File: src/rtl/bcd_sub_pkg.sv
`timescale 1ns/1ps
package bcd_sub_pkg;
  localparam int BCD_W     = 4;
  localparam int RADIX     = 10;
  localparam int DEC_MAX   = RADIX - 1;
  localparam int CORR_ADD  = (1 << BCD_W) - RADIX;
  localparam int NINES_ADD = RADIX;

  typedef logic [BCD_W-1:0] bcd_t;

  typedef enum logic {
    METH_NINES = 1'b0,
    METH_TENS  = 1'b1
  } method_e;

  typedef struct packed {
    bcd_t mag;
    logic neg;
    logic bad;
  } sub_res_t;
endpackage

File: src/rtl/bcd_nines_comp.sv
`timescale 1ns/1ps
module bcd_nines_comp
  import bcd_sub_pkg::*;
#(
  parameter int W = BCD_W
) (
  input  logic [W-1:0] din,
  output logic [W-1:0] dout
);
  localparam logic [W-1:0] ADD_K = W'(NINES_ADD);

  logic [W-1:0] inv_d;

  always_comb begin
    inv_d = ~din;
    dout  = inv_d + ADD_K;
  end

  always_comb begin
    if (int'(din) <= DEC_MAX) begin
      AST_NINES_PAIR: assert (int'(dout) + int'(din) == DEC_MAX);
    end
  end
endmodule

File: src/rtl/bcd_digit_adder.sv
`timescale 1ns/1ps
module bcd_digit_adder
  import bcd_sub_pkg::*;
#(
  parameter int W = BCD_W
) (
  input  logic [W-1:0] add_x,
  input  logic [W-1:0] add_y,
  input  logic         add_cin,
  output logic [W-1:0] add_sum,
  output logic         add_dcarry
);
  localparam logic [W-1:0] CORR_K = W'(CORR_ADD);

  logic [W:0]   raw_sum;
  logic         over_nine;
  logic [W-1:0] corr_val;

  always_comb begin
    raw_sum   = {1'b0, add_x} + {1'b0, add_y} + {{W{1'b0}}, add_cin};
    over_nine = raw_sum[W] | (raw_sum[W-1] & (raw_sum[W-2] | raw_sum[W-3]));
    corr_val  = over_nine ? CORR_K : '0;
  end

  always_comb begin
    add_sum    = raw_sum[W-1:0] + corr_val;
    add_dcarry = over_nine;
  end

  always_comb begin
    if (int'(add_x) <= DEC_MAX && int'(add_y) <= DEC_MAX) begin
      AST_ADD_DIGIT_RANGE: assert (int'(add_sum) <= DEC_MAX);
      AST_ADD_CARRY_RULE: assert (add_dcarry ==
        (int'(add_x) + int'(add_y) + int'(add_cin) > DEC_MAX));
    end
  end
endmodule

File: src/rtl/bcd_sub_finish.sv
`timescale 1ns/1ps
module bcd_sub_finish
  import bcd_sub_pkg::*;
#(
  parameter int W = BCD_W
) (
  input  logic [W-1:0] fin_sum,
  input  logic         fin_dcarry,
  input  logic         fin_tens,
  input  logic         fin_legal,
  output logic [W-1:0] fin_mag,
  output logic         fin_neg
);
  logic [W-1:0] sum_comp;
  logic [W-1:0] pre_val;
  logic         inc_one;
  logic [W-1:0] inc_sum;
  logic         inc_wrap;

  bcd_nines_comp #(.W(W)) u_recomp (
    .din  (fin_sum),
    .dout (sum_comp)
  );

  always_comb begin
    pre_val = fin_dcarry ? fin_sum : sum_comp;
    if (fin_tens == METH_TENS) begin
      inc_one = ~fin_dcarry;
    end else begin
      inc_one = fin_dcarry;
    end
  end

  bcd_digit_adder #(.W(W)) u_inc (
    .add_x      (pre_val),
    .add_y      ('0),
    .add_cin    (inc_one),
    .add_sum    (inc_sum),
    .add_dcarry (inc_wrap)
  );

  always_comb begin
    fin_mag = inc_sum;
    fin_neg = ~fin_dcarry & (inc_sum != '0);
  end

  always_comb begin
    if (fin_legal) begin
      AST_NO_INC_WRAP: assert (!inc_wrap);
    end
  end
endmodule

File: src/rtl/bcd_digit_subtractor.sv
`timescale 1ns/1ps
module bcd_digit_subtractor
  import bcd_sub_pkg::*;
#(
  parameter int W = BCD_W
) (
  input  logic         clk,
  input  logic         rst_n,
  input  logic         op_en,
  input  logic [W-1:0] dig_a,
  input  logic [W-1:0] dig_b,
  input  logic         use_tens,
  output logic [W-1:0] diff_mag,
  output logic         diff_neg,
  output logic         bad_digit
);
  localparam int SYNC_N = 2;

  logic [SYNC_N-1:0] rst_pipe;
  logic              rst_q;

  logic         a_bad;
  logic         b_bad;
  logic         in_bad;
  logic [W-1:0] b_comp;
  logic [W-1:0] dsum;
  logic         dcarry;
  logic [W-1:0] res_mag;
  logic         res_neg;

  logic [W-1:0] mag_q,  mag_d;
  logic         neg_q,  neg_d;
  logic         bad_q,  bad_d;

  always_ff @(posedge clk or negedge rst_n) begin
    if (!rst_n) begin
      rst_pipe <= '0;
    end else begin
      rst_pipe <= {rst_pipe[SYNC_N-2:0], 1'b1};
    end
  end

  assign rst_q = rst_pipe[SYNC_N-1];

  always_comb begin
    a_bad  = int'(dig_a) > DEC_MAX;
    b_bad  = int'(dig_b) > DEC_MAX;
    in_bad = a_bad | b_bad;
  end

  bcd_nines_comp #(.W(W)) u_subcomp (
    .din  (dig_b),
    .dout (b_comp)
  );

  bcd_digit_adder #(.W(W)) u_add (
    .add_x      (dig_a),
    .add_y      (b_comp),
    .add_cin    (use_tens),
    .add_sum    (dsum),
    .add_dcarry (dcarry)
  );

  bcd_sub_finish #(.W(W)) u_fin (
    .fin_sum    (dsum),
    .fin_dcarry (dcarry),
    .fin_tens   (use_tens),
    .fin_legal  (~in_bad),
    .fin_mag    (res_mag),
    .fin_neg    (res_neg)
  );

  always_comb begin
    mag_d = mag_q;
    neg_d = neg_q;
    bad_d = bad_q;
    if (op_en) begin
      mag_d = res_mag;
      neg_d = res_neg;
      bad_d = in_bad;
    end
  end

  always_ff @(posedge clk or negedge rst_q) begin
    if (!rst_q) begin
      mag_q <= '0;
      neg_q <= 1'b0;
      bad_q <= 1'b0;
    end else begin
      mag_q <= mag_d;
      neg_q <= neg_d;
      bad_q <= bad_d;
    end
  end

  assign diff_mag  = mag_q;
  assign diff_neg  = neg_q;
  assign bad_digit = bad_q;

  AST_HOLD_IDLE: assert property (@(posedge clk) disable iff (!rst_q)
    !op_en |=> $stable({diff_mag, diff_neg, bad_digit}));

  AST_MAG_MATCH: assert property (@(posedge clk) disable iff (!rst_q)
    (op_en && int'(dig_a) <= DEC_MAX && int'(dig_b) <= DEC_MAX) |=>
    (diff_mag == (($past(dig_a) >= $past(dig_b)) ?
                  ($past(dig_a) - $past(dig_b)) :
                  ($past(dig_b) - $past(dig_a)))));

  AST_SIGN_MATCH: assert property (@(posedge clk) disable iff (!rst_q)
    (op_en && int'(dig_a) <= DEC_MAX && int'(dig_b) <= DEC_MAX) |=>
    (diff_neg == ($past(dig_a) < $past(dig_b))));

  AST_NO_NEG_ZERO: assert property (@(posedge clk) disable iff (!rst_q)
    diff_neg |-> (diff_mag != '0));

  AST_BAD_FLAG: assert property (@(posedge clk) disable iff (!rst_q)
    op_en |=> (bad_digit == (int'($past(dig_a)) > DEC_MAX ||
                             int'($past(dig_b)) > DEC_MAX)));

  AST_OUT_RANGE: assert property (@(posedge clk) disable iff (!rst_q)
    !bad_digit |-> (int'(diff_mag) <= DEC_MAX));
endmodule

File: config.mk
export PLATFORM = sky130hd
export DESIGN_NAME = bcd_digit_subtractor
export DESIGN_NICKNAME = d
export VERILOG_FILES = /design/src/rtl/bcd_sub_pkg.sv /design/src/rtl/bcd_nines_comp.sv /design/src/rtl/bcd_digit_adder.sv /design/src/rtl/bcd_sub_finish.sv /design/src/rtl/bcd_digit_subtractor.sv
export SDC_FILE = /design/constraint.sdc
export NUM_CORES = 1
export LEC_CHECK = 0
export ABC_AREA = 1
export BUFFER_PORTS_ARGS = -buffer_cell sky130_fd_sc_hd__buf_2
export CAP_MARGIN = 20
export CORE_ASPECT_RATIO = 0.8
export CORE_MARGIN = 4
export CORE_UTILIZATION = 53
export DETAILED_ROUTE_END_ITERATION = 12
export GPL_TIMING_DRIVEN = 0
export PLACE_DENSITY = 0.82
export SLEW_MARGIN = 20
export SYNTH_ARGS = -nofsm -noshare
export SYNTH_HDL_FRONTEND = slang
export SYNTH_SLANG_ARGS = --single-unit
File: constraint.sdc
create_clock -name clk -period 0.8 [get_ports clk]
set_input_delay 0.2 -clock clk [delete_from_list [all_inputs] [get_ports clk]]
set_output_delay 0.2 -clock clk [all_outputs]
set_load 0.03 [all_outputs]
==> metrics.txt, run 1 <==
Post-Route WL 3760 um; VDD IR max 3.94 mV; Crit path top cell by count ha_4; Peak Freq roughly 230 MHz; Placer Congestion 0.744; Avg Inst Size Synth 8.32 um^2; DRT iter0 DRCs 64; final setup violation count 11; row count 12; switching share of power 0.482; RSZ-0062 raised after global routing true; Synthesis Warnings 0; worst setup path class input pin to flip-flop; first-pass GRT wire length 3500 um; Final nets 174; combinational group share of total power 0.851; core area 0.00147 mm^2; share of cells above drive strength 1 0.585; FF+latch count, synth 8; largest net degree at the start of global routing 9; Die Width 53.4 um; slowest stage cell on the critical path fa_2; total track usage 0.203; Wirelength per Cell 22.4 um; Num CTS Buffers 3; max-slew violations 0; unique cell type count in the Yosys netlist 25; post-layout minimum cycle time 4320 ps; clk slew on worst S/H paths 60 ps; Mapped Area just under 900 um^2; TritonCTS clock tree done; clk_skew between 0.9 and 1 ps; Clock Path Buffers 2; max cap viols 0; status finished, violations left; Hold Vio Cnt, Final 0; synth-to-layout area growth 61.9%; Port-buffer cells 17; root buffer cell clkbuf_4; Switch Pwr 0.00315 W; dpl cell area slightly above 0.001 mm^2; Vias 1,024; number of global-route vias before repair 790; Synth Net Count 130; sequential cell area fraction in the yosys report 0.229; CP max FO 4; Pre-antenna DRT Iters 4; hold slack final between 100 and 150 ps; initial core utilization 0.594; fillers 36; Clk pwr share 0.053; Worst EP required 960 ps; period utilization 5.40; CP Capture Type flip-flop; # IOs 18; post-synthesis cell count approximately 110; antenna viol nets, final 0; Hold Crit Class flip-flop to async pin; antenna violations before repair 0; internal power 0.00339 W; sequential power share 0.096; Post-DP HPWL 1430 um; CTS Sinks 8; Worst-Skew Late Latency 270 ps; startpoint types input pin; mean number of vias per cell 6.10; Crit path arrival time 4480 ps; ANT cells 0; PD cells 4620 mW/mm^2; CP peak stage delay 570 ps; drt drc 0; depth of the CTS H-tree 1; GRT Residual Overflow 0; die area 0.00237 mm^2; violated checks negative setup slack; die height 44.3 um; design area 0.00141 mm^2; setup slack after layout -3520 ps; Leakage Power 0.692 nW
## final timing paths
path,start,end,slack (ps),cells after the start
worst max-delay path,dig_b[1],diff_neg$_DFFE_PN0P_,-3520,27
worst min-delay path,rst_pipe[1]$_DFF_PN0_,diff_mag[1]$_DFFE_PN0P_,110,0
worst max register to register,diff_mag[0]$_DFFE_PN0P_,diff_mag[0]$_DFFE_PN0P_,-20,3
worst min register to register,rst_pipe[1]$_DFF_PN0_,diff_mag[1]$_DFFE_PN0P_,110,0
max in group asynchronous,rst_n,rst_pipe[1]$_DFF_PN0_,380,2
min in group clk,op_en,bad_digit$_DFFE_PN0P_,200,2
## kinds of logic (layout without fill, tap and decap cells)
group	Yosys count	count (layout)	synth area share
simple gates	49	49	0.305
buf+inv	19	61	0.0817
compound gates	10	10	0.0788
other cells	1	1	0.00429
fa+ha+maj	13	13	0.221
xor+xnor	5	5	0.0802
flops	8	8	0.229
## worst max-delay path, delay by kind of cell
kind	cells	cell delay, ps
xor gates and xnor gates	1	240
adders and majority gates	7	2110
AOI/OAI and AO/OA	3	380
buffers and inverters	4	300
and+or+nand+nor	12	1260
## layout make-up
type | instances | area [um^2] | share of cell area
flip-flops and latches | 8 | 200 | 0.142
repair buffers | 39 | 310 | 0.219
clock buffers | 3 | 22.5 | 0.0159
multi-input cells | 78 | 776 | 0.549
inverters | 19 | 78.8 | 0.0558
well taps | 21 | 26.3 | 0.0186
## flip-flops by register name, summed over array words and instances, names as in the netlist
name       cells
bad_digit      1
diff_mag       4
diff_neg       1
rst_pipe       2
## power by group through the flow
| stage | registers [W] | clock network, W | logic (W) |
|---|---|---|---|
| finish | 0.000629 | 0.000346 | 0.00556 |
| global route | 0.000631 | 0.000372 | 0.00585 |
| CTS | 0.000612 | 0.000320 | 0.00360 |
| detailed placement | 0.000592 | 0 | 0.00282 |
| global placement | 0.000587 | 0 | 0.00271 |
| floorplan | 0.000816 | 0 | 0.00206 |
## timing repair
item / 4_1_cts / 5_1_grt
resized for setup: 18 / 26
hold buffers: 1 / 0
hold endpoints to repair: 2 / 0
pin swaps: 13 / 15
setup endpoints to repair: 10 / 10
buffers inserted: 13 / 10
## layout by cell type (no fill, tap or decap), types with 4 or more instances in the layout
master	instances
inv_2	5
inv_1	11
buf_4	20
fa_2	4
nand2_2	9
buf_6	8
buf_2	9
nand3_1	6
ha_4	6
nor2_1	4
dfrtp_1	8
nand2_1	18
## Yosys cell counts
| cell | instances | area share |
|---|---|---|
| a31oi_1 | 1 | 0.0072 |
| nand3_4 | 1 | 0.020 |
| a21o_1 | 1 | 0.0086 |
| a21oi_2 | 1 | 0.010 |
| nor2_1 | 4 | 0.017 |
| nand3b_1 | 2 | 0.017 |
| fa_1 | 4 | 0.092 |
| xnor2_2 | 1 | 0.019 |
| dfrtp_1 | 8 | 0.23 |
| xnor2_4 | 1 | 0.032 |
| nand2_4 | 3 | 0.039 |
| nor2_2 | 1 | 0.0072 |
| nand2_1 | 24 | 0.10 |
| xnor2_1 | 1 | 0.010 |
| inv_2 | 2 | 0.0086 |
| ha_1 | 9 | 0.13 |
| xor2_1 | 2 | 0.020 |
| conb_1 | 1 | 0.0043 |
| nand3_2 | 3 | 0.034 |
| o21ai_1 | 2 | 0.011 |
| nand3_1 | 8 | 0.046 |
| a21oi_4 | 1 | 0.019 |
| inv_1 | 17 | 0.073 |
| nand2_2 | 3 | 0.021 |
| o21ai_0 | 4 | 0.023 |
## through the flow
step                      setup WS (ps)  TNS [ps]  power (W)   util  cells
final                             -3520    -14170    0.00654  0.961    168
after global routing              -3690    -14780    0.00686  0.961    168
after CTS                         -3130    -12700    0.00453  0.827    160
after detailed placement          -3580    -13400    0.00341  0.696    143
after global placement            -3520    -13140    0.00330  0.696    143
after floorplan                   -3230    -11930    0.00287      -    105
## per-layer routing
layer  track usage  vias up  wire length, um
met2         0.399       93             1850
met3        0.0505       32              427
li1              -      420                -
met4        0.0153        0              257
met5             0        -                0
met1         0.226      479             1230
(Power assumes the default switching activity.)
==> run 2: changes to the inputs <==
--- a/config.mk
+++ b/config.mk
@@ -14,6 +14,7 @@
 export DETAILED_ROUTE_END_ITERATION = 12
 export GPL_TIMING_DRIVEN = 0
 export PLACE_DENSITY = 0.82
+export REMOVE_ABC_BUFFERS = 1
 export SLEW_MARGIN = 20
 export SYNTH_ARGS = -nofsm -noshare
 export SYNTH_HDL_FRONTEND = slang
==> run 2 against run 1 <==
- core utilization rose by 0.51 points
- sequential share of layout area shrank 0.075 points
- sequential cell count stayed put
- combinational power is 9.7% lower
- register-to-register slack worse by 100 ps
- cell area rose by 0.53%
- first-iteration DRC count grew 95%
- highest routed layer unchanged
- the flow still finishes with violations (negative setup slack)
==> metrics.txt, run 2 (synthesis gave the netlist of run 1 again) <==
CTS Sinks 8 (unchanged); Crit path arrival time 4630 ps (+150 ps); Final nets 182 (+4.6%); Worst-Skew Late Latency 270 ps (about the same); commonest non-fill, non-tap cell in the layout buf_4; RSZ-0062 raised after global routing true; PnR Total Power 0.00600 W (-8.2%); core area 0.00147 mm^2 (unchanged); clk_skew 4.70 ps (+3.71 ps); max-slew violations 0 (unchanged); depth of the CTS H-tree 1 (unchanged); share of cells above drive strength 1 0.574 (-0.0108); Post-DP HPWL 1530 um (+6.5%); VDD IR max 3.05 mV (-23%); Leakage Power 0.722 nW (+4.3%); CP Capture Type flip-flop; final cell count without fillers 176 (+4.8%); row count 12 (unchanged); mean number of vias per cell 6.47 (+6.2%); PD cells 4220 mW/mm^2 (-8.7%); CP max FO 2 (-2); synth-to-layout area growth 62.8%; post-place setup slack -3740 ps (-161 ps); Peak Freq 224 MHz (-3.4%); die area 0.00237 mm^2 (unchanged); max cap viols 0 (unchanged); Die Width 53.4 um (unchanged); violated checks negative setup slack; dpl cell area 985 um^2 (-3.9%); Hold Crit Class flip-flop to async pin; TritonCTS clock tree done; antenna violations before repair 0 (unchanged); period utilization 5.59 (+0.189); hold slack final 121 ps (+10.0 ps); setup slack after layout -3670 ps (-151 ps); design area 0.00142 mm^2 (+0.53%); Port-buffer cells 17 (unchanged); # IOs 18 (unchanged); die height 44.3 um (unchanged); first-pass GRT wire length 4090 um (+17%); root buffer cell clkbuf_4; number of global-route vias before repair 925 (+17%); largest net degree at the start of global routing 9 (unchanged); post-layout minimum cycle time 4470 ps (+151 ps); final setup violation count 12 (+1); clk slew on worst S/H paths 70 ps (about the same); Wirelength per Cell 24.0 um (+7.3%); dpl cells 143 (unchanged); DRT iter0 DRCs 125 (+95%); antenna viol nets, final 0 (unchanged); initial core utilization 0.594 (unchanged); GRT Residual Overflow 0 (unchanged); drt drc 0 (unchanged); total track usage 0.247 (+0.0440); Pre-antenna DRT Iters 6 (+2); Worst EP required 950 ps (about the same); Placer Congestion 0.785 (+5.6%); Vias 1,139 (+11%); commonest cells after routing, fill and taps aside buf_4 (28), nand2_1 (20), inv_1 (10); ANT cells 0 (unchanged); Clock Path Buffers 2 (unchanged); Hold Vio Cnt, Final 0 (unchanged); Largest register FFs 4 (unchanged); Post-Route WL 4230 um (+12%); startpoint types input pin; worst setup path class input pin to flip-flop; status finished, violations left; Num CTS Buffers 3 (unchanged)
-- run 2: cell count changes in the layout (fill, tap and decap cells not counted), sizes merged --
| cell | delta |
|---|---|
| buf | +8 |
-- run 2: final timing paths --
check	cells past startpoint	end	slack, ps	start
worst min-delay path	0	diff_mag[1]$_DFFE_PN0P_	120	rst_pipe[1]$_DFF_PN0_
worst min register to register	0	diff_mag[1]$_DFFE_PN0P_	120	rst_pipe[1]$_DFF_PN0_
min in group clk	2	bad_digit$_DFFE_PN0P_	270	op_en
max in group asynchronous	0	diff_mag[0]$_DFFE_PN0P_	440	rst_pipe[1]$_DFF_PN0_
worst max register to register	4	diff_neg$_DFFE_PN0P_	-120	diff_neg$_DFFE_PN0P_
worst max-delay path	27	diff_neg$_DFFE_PN0P_	-3670	dig_a[0]
-- run 2: routing by layer --
metal	wire length, um	vias up	global-route usage	share of wire
met2	2010	141	0.501	0.47
li1	-	430	-	-
met5	0	-	0	0
met3	482	56	0.0505	0.11
met4	356	0	0.128	0.084
met1	1380	512	0.223	0.33
-- run 2: critical path, stage by stage --
cell	delay (ps)
buf_8	80
inv_4	30
fa_2	400
inv_2	80
fa_2	450
inv_2	80
nand2_2	60
nand3_4	80
nand2_4	70
ha_4	160
inv_2	50
fa_1	450
ha_1	270
nand3_2	170
xor2_1	210
nand2_1	150
nand2_2	110
o21ai_1	80
o21ai_1	130
ha_2	220
inv_2	40
fa_1	530
nand2_1	80
nor2_1	130
nand3_1	120
nand2_1	110
nand2_1	70
-- run 2: final cells by class --
| cell class | instances | area [um^2] |
|---|---|---|
| clock buffers | 3 | 22.5 |
| fillers | 30 | 50.0 |
| inverters | 19 | 76.3 |
| multi-input cells | 78 | 716 |
| flip-flops and latches | 8 | 200 |
| well taps | 21 | 26.3 |
| repair buffers | 47 | 380 |
-- run 2: through the flow --
stage	util	setup TNS [ps]
floorplan	-	-12180
global placement	0.669	-13430
detailed placement	0.669	-14080
CTS	0.869	-12850
global route	0.966	-15640
finish	0.966	-14830
-- run 2: power by group --
part	total [W]	internal (W)	switching [W]
logic	0.00502	0.00228	0.00274
clock network	0.000348	0.000174	0.000174
registers	0.000634	0.000530	0.000104
-- run 2: timing repair --
item / 4_1_cts / 5_1_grt
gates resized for setup: 35 / 15
hold buffers: 1 / 0
setup buffers: 19 / 11
pin swaps: 22 / 23
hold endpoints to repair: 2 / 0
setup endpoints to repair: 10 / 12
